$ cat config.mk
export PLATFORM = sky130hd
export DESIGN_NAME = rx_block_fifo
export DESIGN_NICKNAME = d
export VERILOG_FILES = /design/src/rtl/rbf_pkg.sv /design/src/rtl/rbf_store.sv /design/src/rtl/rbf_ctrl.sv /design/src/rtl/rbf_status.sv /design/src/rtl/rx_block_fifo.sv
export SDC_FILE = /design/constraint.sdc
export NUM_CORES = 2
export LEC_CHECK = 0
export BUFFER_PORTS_ARGS = -buffer_cell sky130_fd_sc_hd__buf_2
export CAP_MARGIN = 25
export CORE_UTILIZATION = 66
export DETAILED_ROUTE_END_ITERATION = 8
export GPL_ROUTABILITY_DRIVEN = 0
export PLACE_DENSITY = 0.82
export SETUP_SLACK_MARGIN = 0.02
export SLEW_MARGIN = 20
export SYNTH_ARGS = -nofsm -noshare
export SYNTH_HDL_FRONTEND = slang
export SYNTH_HIERARCHICAL = 1
export SYNTH_SLANG_ARGS = --single-unit
export TNS_END_PERCENT = 1
$ cat constraint.sdc
create_clock -name clk -period 9.2 [get_ports clk]
set_input_delay 1.84 -clock clk [delete_from_list [all_inputs] [get_ports clk]]
set_output_delay 1.84 -clock clk [all_outputs]
set_load 0.05 [all_outputs]
$ cat src/rtl/rbf_pkg.sv
`timescale 1ns/1ps
package rbf_pkg;
  typedef enum logic [1:0] {
    CMD_NONE        = 2'd0,
    CMD_RX_RESET    = 2'd1,
    CMD_LATCH_LOAD  = 2'd2,
    CMD_LATCH_UNLD  = 2'd3
  } rbf_cmd_e;

  localparam int ERR_PARITY  = 0;
  localparam int ERR_FRAMING = 1;
  localparam int ERR_BREAK   = 2;
endpackage

$ cat src/rtl/rbf_store.sv
`timescale 1ns/1ps
module rbf_store #(
  parameter int WORD_W = 11,
  parameter int DEPTH  = 256,
  localparam int AW    = $clog2(DEPTH)
) (
  input  logic              clk,
  input  logic              wr_en,
  input  logic [AW-1:0]     wr_ptr,
  input  logic [WORD_W-1:0] wr_word,
  input  logic [AW-1:0]     rd_ptr,
  output logic [WORD_W-1:0] rd_word
);
  logic [WORD_W-1:0] cells [DEPTH];

  always_ff @(posedge clk) begin
    if (wr_en) cells[wr_ptr] <= wr_word;
  end

  assign rd_word = cells[rd_ptr];
endmodule

$ cat src/rtl/rbf_ctrl.sv
`timescale 1ns/1ps
module rbf_ctrl #(
  parameter int WORD_W = 11,
  parameter int DEPTH  = 256,
  localparam int AW    = $clog2(DEPTH),
  localparam int CW    = AW + 1
) (
  input  logic              clk,
  input  logic              rst_n,
  input  logic              clr,
  input  logic              in_valid,
  input  logic [WORD_W-1:0] in_word,
  input  logic              pop,
  output logic              push,
  output logic [WORD_W-1:0] push_word,
  output logic [AW-1:0]     wr_ptr,
  output logic [AW-1:0]     rd_ptr,
  output logic [CW-1:0]     count,
  output logic              hold_valid,
  output logic              fifo_full
);
  logic [WORD_W-1:0] hold_word_q;
  logic              hold_q;
  logic [AW-1:0]     wptr_q, rptr_q;
  logic [CW-1:0]     count_q;
  logic              move_hold, direct_wr, load_hold;

  function automatic logic [AW-1:0] ptr_next(input logic [AW-1:0] p);
    return (p == AW'(DEPTH - 1)) ? '0 : p + 1'b1;
  endfunction

  assign fifo_full = (count_q == CW'(DEPTH));
  assign move_hold = hold_q && !fifo_full;
  assign direct_wr = !hold_q && in_valid && !fifo_full;
  assign load_hold = in_valid && (hold_q || fifo_full);
  assign push      = move_hold || direct_wr;
  assign push_word = hold_q ? hold_word_q : in_word;

  always_ff @(posedge clk or negedge rst_n) begin
    if (!rst_n) begin
      wptr_q      <= '0;
      rptr_q      <= '0;
      count_q     <= '0;
      hold_q      <= 1'b0;
      hold_word_q <= '0;
    end else if (clr) begin
      wptr_q  <= '0;
      rptr_q  <= '0;
      count_q <= '0;
      hold_q  <= 1'b0;
    end else begin
      if (push) wptr_q <= ptr_next(wptr_q);
      if (pop)  rptr_q <= ptr_next(rptr_q);
      count_q <= count_q + CW'(push) - CW'(pop);
      if (load_hold) begin
        hold_q      <= 1'b1;
        hold_word_q <= in_word;
      end else if (move_hold) begin
        hold_q <= 1'b0;
      end
    end
  end

  assign wr_ptr     = wptr_q;
  assign rd_ptr     = rptr_q;
  assign count      = count_q;
  assign hold_valid = hold_q;
endmodule

$ cat src/rtl/rbf_status.sv
`timescale 1ns/1ps
module rbf_status #(
  parameter int ERR_W = 3
) (
  input  logic             clk,
  input  logic             rst_n,
  input  logic             clr,
  input  logic             sel_load,
  input  logic             sel_unload,
  input  logic             block_mode,
  input  logic             push,
  input  logic [ERR_W-1:0] push_err,
  input  logic             pop,
  input  logic             head_valid,
  input  logic [ERR_W-1:0] head_err,
  input  logic             start_det,
  input  logic             hold_valid,
  input  logic             fifo_full,
  output logic [ERR_W-1:0] st_err,
  output logic             st_overrun
);
  logic             on_load_q;
  logic             ovr_q;
  logic [ERR_W-1:0] latch_q;

  always_ff @(posedge clk or negedge rst_n) begin
    if (!rst_n)          on_load_q <= 1'b0;
    else if (sel_load)   on_load_q <= 1'b1;
    else if (sel_unload) on_load_q <= 1'b0;
  end

  for (genvar b = 0; b < ERR_W; b++) begin : g_latch
    logic hit;
    assign hit = on_load_q ? (push && push_err[b]) : (pop && head_err[b]);
    always_ff @(posedge clk or negedge rst_n) begin
      if (!rst_n)   latch_q[b] <= 1'b0;
      else if (clr) latch_q[b] <= 1'b0;
      else if (hit) latch_q[b] <= 1'b1;
    end
  end

  always_ff @(posedge clk or negedge rst_n) begin
    if (!rst_n)   ovr_q <= 1'b0;
    else if (clr) ovr_q <= 1'b0;
    else if (start_det && hold_valid && fifo_full) ovr_q <= 1'b1;
  end

  assign st_err     = block_mode ? latch_q : (head_valid ? head_err : '0);
  assign st_overrun = ovr_q;
endmodule

$ cat src/rtl/rx_block_fifo.sv
`timescale 1ns/1ps
module rx_block_fifo #(
  parameter int DATA_W = 8,
  parameter int ERR_W  = 3,
  parameter int DEPTH  = 256,
  localparam int AW     = $clog2(DEPTH),
  localparam int CW     = AW + 1,
  localparam int WORD_W = DATA_W + ERR_W
) (
  input  logic              clk,
  input  logic              rst_n,
  input  logic              in_valid,
  input  logic [DATA_W-1:0] in_data,
  input  logic [ERR_W-1:0]  in_err,
  input  logic              start_det,
  output logic              out_valid,
  input  logic              out_ready,
  output logic [DATA_W-1:0] out_data,
  output logic [ERR_W-1:0]  out_err,
  input  logic              block_mode,
  input  logic              cmd_valid,
  input  logic [1:0]        cmd_code,
  output logic [ERR_W-1:0]  st_err,
  output logic              st_overrun,
  output logic [CW-1:0]     fill,
  output logic              hold_valid
);
  import rbf_pkg::*;

  rbf_cmd_e          cmd_e;
  logic              clr, sel_load, sel_unload;
  logic              push, pop, fifo_full;
  logic [WORD_W-1:0] push_word, head_word;
  logic [AW-1:0]     wr_ptr, rd_ptr;
  logic [CW-1:0]     count;

  assign cmd_e      = rbf_cmd_e'(cmd_code);
  assign clr        = cmd_valid && (cmd_e == CMD_RX_RESET);
  assign sel_load   = cmd_valid && (cmd_e == CMD_LATCH_LOAD);
  assign sel_unload = cmd_valid && (cmd_e == CMD_LATCH_UNLD);

  assign out_valid = (count != '0);
  assign pop       = out_valid && out_ready;

  rbf_ctrl #(.WORD_W(WORD_W), .DEPTH(DEPTH)) u_ctrl (
    .clk       (clk),
    .rst_n     (rst_n),
    .clr       (clr),
    .in_valid  (in_valid),
    .in_word   ({in_err, in_data}),
    .pop       (pop),
    .push      (push),
    .push_word (push_word),
    .wr_ptr    (wr_ptr),
    .rd_ptr    (rd_ptr),
    .count     (count),
    .hold_valid(hold_valid),
    .fifo_full (fifo_full)
  );

  rbf_store #(.WORD_W(WORD_W), .DEPTH(DEPTH)) u_store (
    .clk    (clk),
    .wr_en  (push),
    .wr_ptr (wr_ptr),
    .wr_word(push_word),
    .rd_ptr (rd_ptr),
    .rd_word(head_word)
  );

  rbf_status #(.ERR_W(ERR_W)) u_status (
    .clk       (clk),
    .rst_n     (rst_n),
    .clr       (clr),
    .sel_load  (sel_load),
    .sel_unload(sel_unload),
    .block_mode(block_mode),
    .push      (push),
    .push_err  (push_word[WORD_W-1:DATA_W]),
    .pop       (pop),
    .head_valid(out_valid),
    .head_err  (head_word[WORD_W-1:DATA_W]),
    .start_det (start_det),
    .hold_valid(hold_valid),
    .fifo_full (fifo_full),
    .st_err    (st_err),
    .st_overrun(st_overrun)
  );

  assign out_data = head_word[DATA_W-1:0];
  assign out_err  = head_word[WORD_W-1:DATA_W];
  assign fill     = count;
endmodule

# [Word-level counts from Yosys, hierarchy flattened]
# Memory sizes are Yosys's and may differ from the RTL's.
# Cells that the tools add are included.
[totals] regBits=42 mem_bits_rw=2816 inputBits=20 mem_count=1
[op_classes] n_addsub=4 n_eq_ne=6 mux=28 bitwise_logic=1 reduce_logical=30
[memory_table] name="u_store.cells" depth=256 width=11 rd=1 rd_ports_with_merged_regs=0 write_ports=1 line_no="rbf_store.sv:14" rtl="logic [WORD_W-1:0] cells [DEPTH];"
[op_table] operator="8-bit 2-to-1 mux" n=6
[op_table] operator="1-bit 2-to-1 mux" n=18
[op_table] operator="8-bit by 1-bit adder with 8-bit output (second input constant)" n=2
[op_table] operator="8-bit == test (second input constant)" n=2
[op_table] operator="1-bit logical AND" n=16
[op_table] operator="2-bit nonzero test" n=7
[op_table] operator="11-bit 2-to-1 mux" n=1
[op_table] operator="9-bit by 1-bit adder with 9-bit output" n=1
[op_table] operator="9-bit == test (second input constant)" n=1
[op_table] operator="9-bit 2-to-1 mux" n=1
[op_table] operator="9-bit nonzero test" n=1
[op_table] operator="9-bit by 1-bit subtractor with 9-bit output" n=1
[op_table] operator="3-bit 2-to-1 mux" n=2
[op_table] operator="2-bit == test (second input constant)" n=2
[op_table] operator="3-bit nonzero test" n=1
[op_table] operator="2-bit by 1-bit == test with 1-bit output (second input constant)" n=1
[op_table] operator="1-bit zero test" n=2
[op_table] operator="1-bit logical OR" n=2
[op_table] operator="2-bit AND reduction" n=1
[op_table] operator="1-bit NOT" n=1

# [Depth between registers and ports, before layout]
[logic_depth] word_depth=8 depth_mapped=14

# [Cells and area by module]
# Netlist, hierarchy kept.
[modules_own_cells] module="rbf_store" n_inst=1 cells_per_inst=4988 area_each_um2=108492.8
[modules_own_cells] module="rbf_ctrl" n_inst=1 cells_per_inst=211 area_each_um2=2180.8
[modules_own_cells] module="rbf_status" n_inst=1 cells_per_inst=23 area_each_um2=255.2
[modules_own_cells] module="rx_block_fifo" n_inst=1 cells_per_inst=11 area_each_um2=57.6

# [Worst setup path before layout]
# OpenSTA, ideal clock, no wires.
[synth_timing] path_type="register to output" start="register u_ctrl.rptr_q[2], in the netlist u_ctrl/rd_ptr[2]" end="output st_err[2]" arrival_time_ns=4.801 required_ns=7.360 slack_ns=2.559 path_stages_with_launch=13 n_path_buf=4 cell_sequence="dfrtp_1 > buf_2 > or3b_2 > clkbuf_1 > clkbuf_1 > clkbuf_1 > o221ai_1 > a21oi_1 > a21oi_1 > nor4_1 > nor4_1 > nand2_1 > o21ai_0"
[synth_between] elab_chain_len=3
[synth_lines] item="start, declared" line_no="rbf_ctrl.sv:24" rtl="logic [AW-1:0] wptr_q, rptr_q;"
[synth_lines] item="start signal, assigned" line_no="rbf_ctrl.sv:53" rtl="if (pop) rptr_q <= ptr_next(rptr_q);"
[synth_lines] item="memory read 256 x 11 bit"
[synth_lines] item="net out_err[2]" line_no="rx_block_fifo.sv:19" rtl="output logic [ERR_W-1:0] out_err,"
[synth_lines] item="3-bit 2-to-1 mux (2 in series)" line_no="rbf_status.sv:48" rtl="assign st_err = block_mode ? latch_q : (head_valid ? head_err : '0);"
[synth_lines] item="end, declared" line_no="rx_block_fifo.sv:23" rtl="output logic [ERR_W-1:0] st_err,"
# The timed path passes the listed nets, and every way through them passes these cells.

# [Final worst setup path]
[layout_timing] start="register u_ctrl.rptr_q[2], in the netlist u_ctrl/rd_ptr[2]" end="output st_err[1]"
[layout_between] elab_chain_len=3
[layout_lines] item="memory read 256 x 11 bit"
[layout_lines] item="3-bit 2-to-1 mux (2 in series)" line_no="rbf_status.sv:48"
# No other way between the ends.

==> impl_metrics.ini <==
[yosys]
synth_compound_area_share_pct = 3.58
synthXorXnorAreaFrac_pct = 0.110
synth_ff_type = edfxtp_1
async_flop_share_pct = 1.47
synth_cells = 5233
avgSynthCellArea_um2 = 21.2
synth_warnings = 6
synth_largest_area_cell = edfxtp_1
synth.area.mux_share_pct = 14.8
yosysSeqAreaShare_pct = 77.1
syn_nets = 5268
syn-cell-area_mm2 = 0.111
synth-seq-cells = 2858
synth_top_area_share_pct = 76.2
synth_edf_count = 2816
synth_area_leaders = edfxtp_1, mux4_2, mux2i_1, nor2_1, dfrtp_1
synth-simple-area-share_pct = 2.49
synth.distinct_cells = 72
synth_fa_ha_area_share_pct = 0.176
synth_top_family_by_area = multiplexers

[setup_path]
cp.required_ps = 7360
critical_path_class = reg -> out
critPathMaxFanout = 38
cp-start-kind = flip-flop
crit_end = st_err[1]
cp.arrival_ps = 6250
rr_worst_depth = 9
worst_r2r_endpoint = u_status/latch_q[1]
cp-startpoint = u_ctrl/rd_ptr[2]
end_kind = output pin
r2r_slack_ps = 3960
worstReg2RegStart = u_ctrl/rd_ptr[1]

[final_layout]
seqCellArea_mm2 = 0.0856
drive_gt1_share_pct = 25.5
area_growth_pct = 11.5
fillCellCount = 8074
fin_nets = 5587
multi_input_area_mm2 = 0.0239

[timing]
fin_ws_ps = 1110
setup_viol = 0
finalHoldViolCount = 0
period_share_pct = 87.9
relSlewSlack_pct = 17.1
worstMarginPinSlew_ps = 1240
hold_ws_ps = 491
layout_min_cycle_time_ps = 8090
max_freq_ghz = 0.124
finClkSkew_ps = 65.7
final_max_slew_viol_count = 0
fin_setup_tns_ps = 0
rsz0062_at_grt = false

[detailed_routing]
dr.pass1.iters = 7
via_per_inst = 7.70
drt_iter0_drc = 12011
post_drt_wl_per_cell_um = 39.3
routed_wl_um = 313000
ant_nets = 0
drc = 0
num_vias = 61307

[pwr]
intPower_w = 0.0231
clockPowerShare_pct = 34.2
power_w = 0.0325
peakVddDrop_v = 0.000245
p_per_area_mw_per_mm2 = 263
p_sw_share_pct = 29.0
leakagePower_nw = 38.8
power_frac_seq_pct = 45.3
combPwrFrac_pct = 20.5
p_switching_w = 0.00942

[min_path]
min_path_type = reg -> reg
hold_depth = 2

[placed_design]
place_ws_ps = 2520
io_buffers = 45
dp_hpwl_um = 169000

[clock_network]
postCtsResizedCells = 0
cts_sinks = 2858
cts_tree = done
root_buffer = clkbuf_16
clockBufferDepth = 4
cts_setup_buffers = 0
htree_levels = 5
cts.hold.buffers_added = 0
clock_latency_ps = 930
cts_buffers = 287
clkSlewWorstSetupHoldPaths_ps = 60

[grt]
grt_usage_pct = 37.1
grt_max_degree = 163
grt_pass1_wl_um = 439000
grt_overflow = 0
grt_pass1_vias = 59843
grt_antenna_before_repair = 13

[floorplanning]
start_util_pct = 66.4
die_x_um = 412
io_pins = 46
core-area_mm2 = 0.167
die_area_mm2 = 0.170
num_rows = 150
die_h_um = 412

[job]
max_cap_viol_count = 0

[outcome]
outcome = completed
-- how the worst min path moves through the flow --
stage / start / end
final: u_status/st_overrun / u_status/st_overrun
after global routing: u_status/on_load_q / u_status/on_load_q
after CTS: u_status/st_overrun / u_status/st_overrun
after detailed placement: u_status/st_overrun / u_status/st_overrun
after global placement: u_status/st_overrun / u_status/st_overrun
after floorplan: u_status/on_load_q / u_status/on_load_q
-- logic make-up (layout without fill, tap and decap cells) --
group	Yosys count	after routing
buffers and inverters	332	844
flip-flops	2858	2858
multiplexers	870	870
AO/OA/AOI/OAI	547	547
adder cells (fa/ha/maj)	15	15
other	0	9
XOR/XNOR	14	14
AND/OR/NAND/NOR	597	597
-- layout by cell type (no fill, tap or decap), types with 13 or more instances in the layout --
cell type / netlist / layout
nand2b_1: 13 / 13
nor3_1: 41 / 41
buf_12: 1 / 16
a22oi_1: 125 / 125
clkinv_1: 1 / 62
buf_4: 30 / 259
mux2_2: 25 / 14
buf_2: 54 / 49
a22o_1: 38 / 38
nand3_1: 43 / 39
o22ai_1: 84 / 84
ha_1: 14 / 14
mux4_2: 614 / 614
bufinv_16: 0 / 15
o221ai_1: 47 / 47
inv_1: 18 / 18
nor2_2: 1 / 65
nor4_1: 20 / 14
a211oi_1: 22 / 22
a21oi_1: 85 / 85
dfrtp_1: 42 / 36
nand4_1: 16 / 16
mux2i_1: 231 / 231
clkbuf_1: 147 / 55
clkinv_2: 0 / 46
clkbuf_16: 0 / 295
buf_6: 54 / 16
nor2_1: 318 / 251
o21ai_0: 28 / 28
edfxtp_1: 2816 / 2816
a221oi_1: 32 / 32
nand2_1: 63 / 62
nor2b_1: 24 / 19
-- metrics by stage --
| stage | area, µm² | std cells | util [%] |
|---|---|---|---|
| 4_1_cts | 123000 | 7884 | 73.7 |
| 2_1_floorplan | 111000 | 5233 | - |
| 3_3_place_gp | 114000 | 7329 | 68.1 |
| 3_5_place_dp | 114000 | 7402 | 68.5 |
| 6_report | 124000 | 7958 | 74.1 |
| 5_1_grt | 124000 | 7950 | 74.1 |
-- flip-flops by register name, indices dropped and copies added, names as in the netlist --
signal,flops
u_ctrl/count,9
u_ctrl/hold_valid,1
u_status/on_load_q,1
u_ctrl/wr_ptr,8
u_ctrl/rd_ptr,8
u_store/cells,2816
u_status/latch_q,3
u_status/st_overrun,1
u_ctrl/hold_word_q,11
-- routing by layer --
layer	track usage, %	vias up	wire (µm)
li1	-	22594	-
met1	48.8	30744	97900
met2	56.1	6557	144000
met3	11.4	1398	49500
met4	20.1	14	20800
met5	0	-	114
-- worst max-delay path, stage by stage (launching register included) --
cell	delay, ps
dfrtp_4	610
buf_4	710
and2_2	710
buf_4	490
a221oi_1	220
o21ai_0	760
a311oi_1	330
nor4bb_1	830
buf_4	240
a22o_1	110
buf_2	250
-- power by group through the flow --
stage / Combinational (W) / Sequential [W] / Clock (W)
5_1_grt: 0.00671 / 0.0147 / 0.0116
3_3_place_gp: 0.00602 / 0.0150 / 0
2_1_floorplan: 0.00407 / 0.0149 / 0
6_report: 0.00667 / 0.0147 / 0.0111
3_5_place_dp: 0.00617 / 0.0150 / 0
4_1_cts: 0.00638 / 0.0147 / 0.0111
-- cells in the mapped netlist (all sizes together), types with 6 or more instances --
| master | number |
|---|---|
| xnor2 | 7 |
| a211oi | 22 |
| o2111ai | 7 |
| edfxtp | 2816 |
| a32oi | 6 |
| ha | 14 |
| nand3 | 43 |
| xor2 | 7 |
| a221o | 9 |
| a21boi | 7 |
| nor2 | 319 |
| nor3 | 41 |
| a31oi | 11 |
| mux2i | 231 |
| or3 | 10 |
| and2 | 8 |
| nor2b | 24 |
| inv | 18 |
| nor4 | 23 |
| a311oi | 11 |
| mux4 | 614 |
| a22o | 38 |
| nand4 | 16 |
| a21oi | 86 |
| nand2 | 63 |
| o221ai | 47 |
| buf | 166 |
| nand2b | 13 |
| a2111oi | 15 |
| a221oi | 32 |
| and3 | 9 |
| a22oi | 125 |
| dfrtp | 42 |
| clkbuf | 147 |
| mux2 | 25 |
| o21ai | 28 |
| o22ai | 84 |
-- layout make-up --
type	instances	area share (%)
inverters	19	0.0576
clock inverters	129	0.787
diodes	9	0.0182
repair buffers	343	2.22
multi-input cells	2043	19.3
clock buffers	353	6.16
flip-flops and latches	2858	69.2
well taps	2204	2.23
Power figures use the tool's default switching activity.
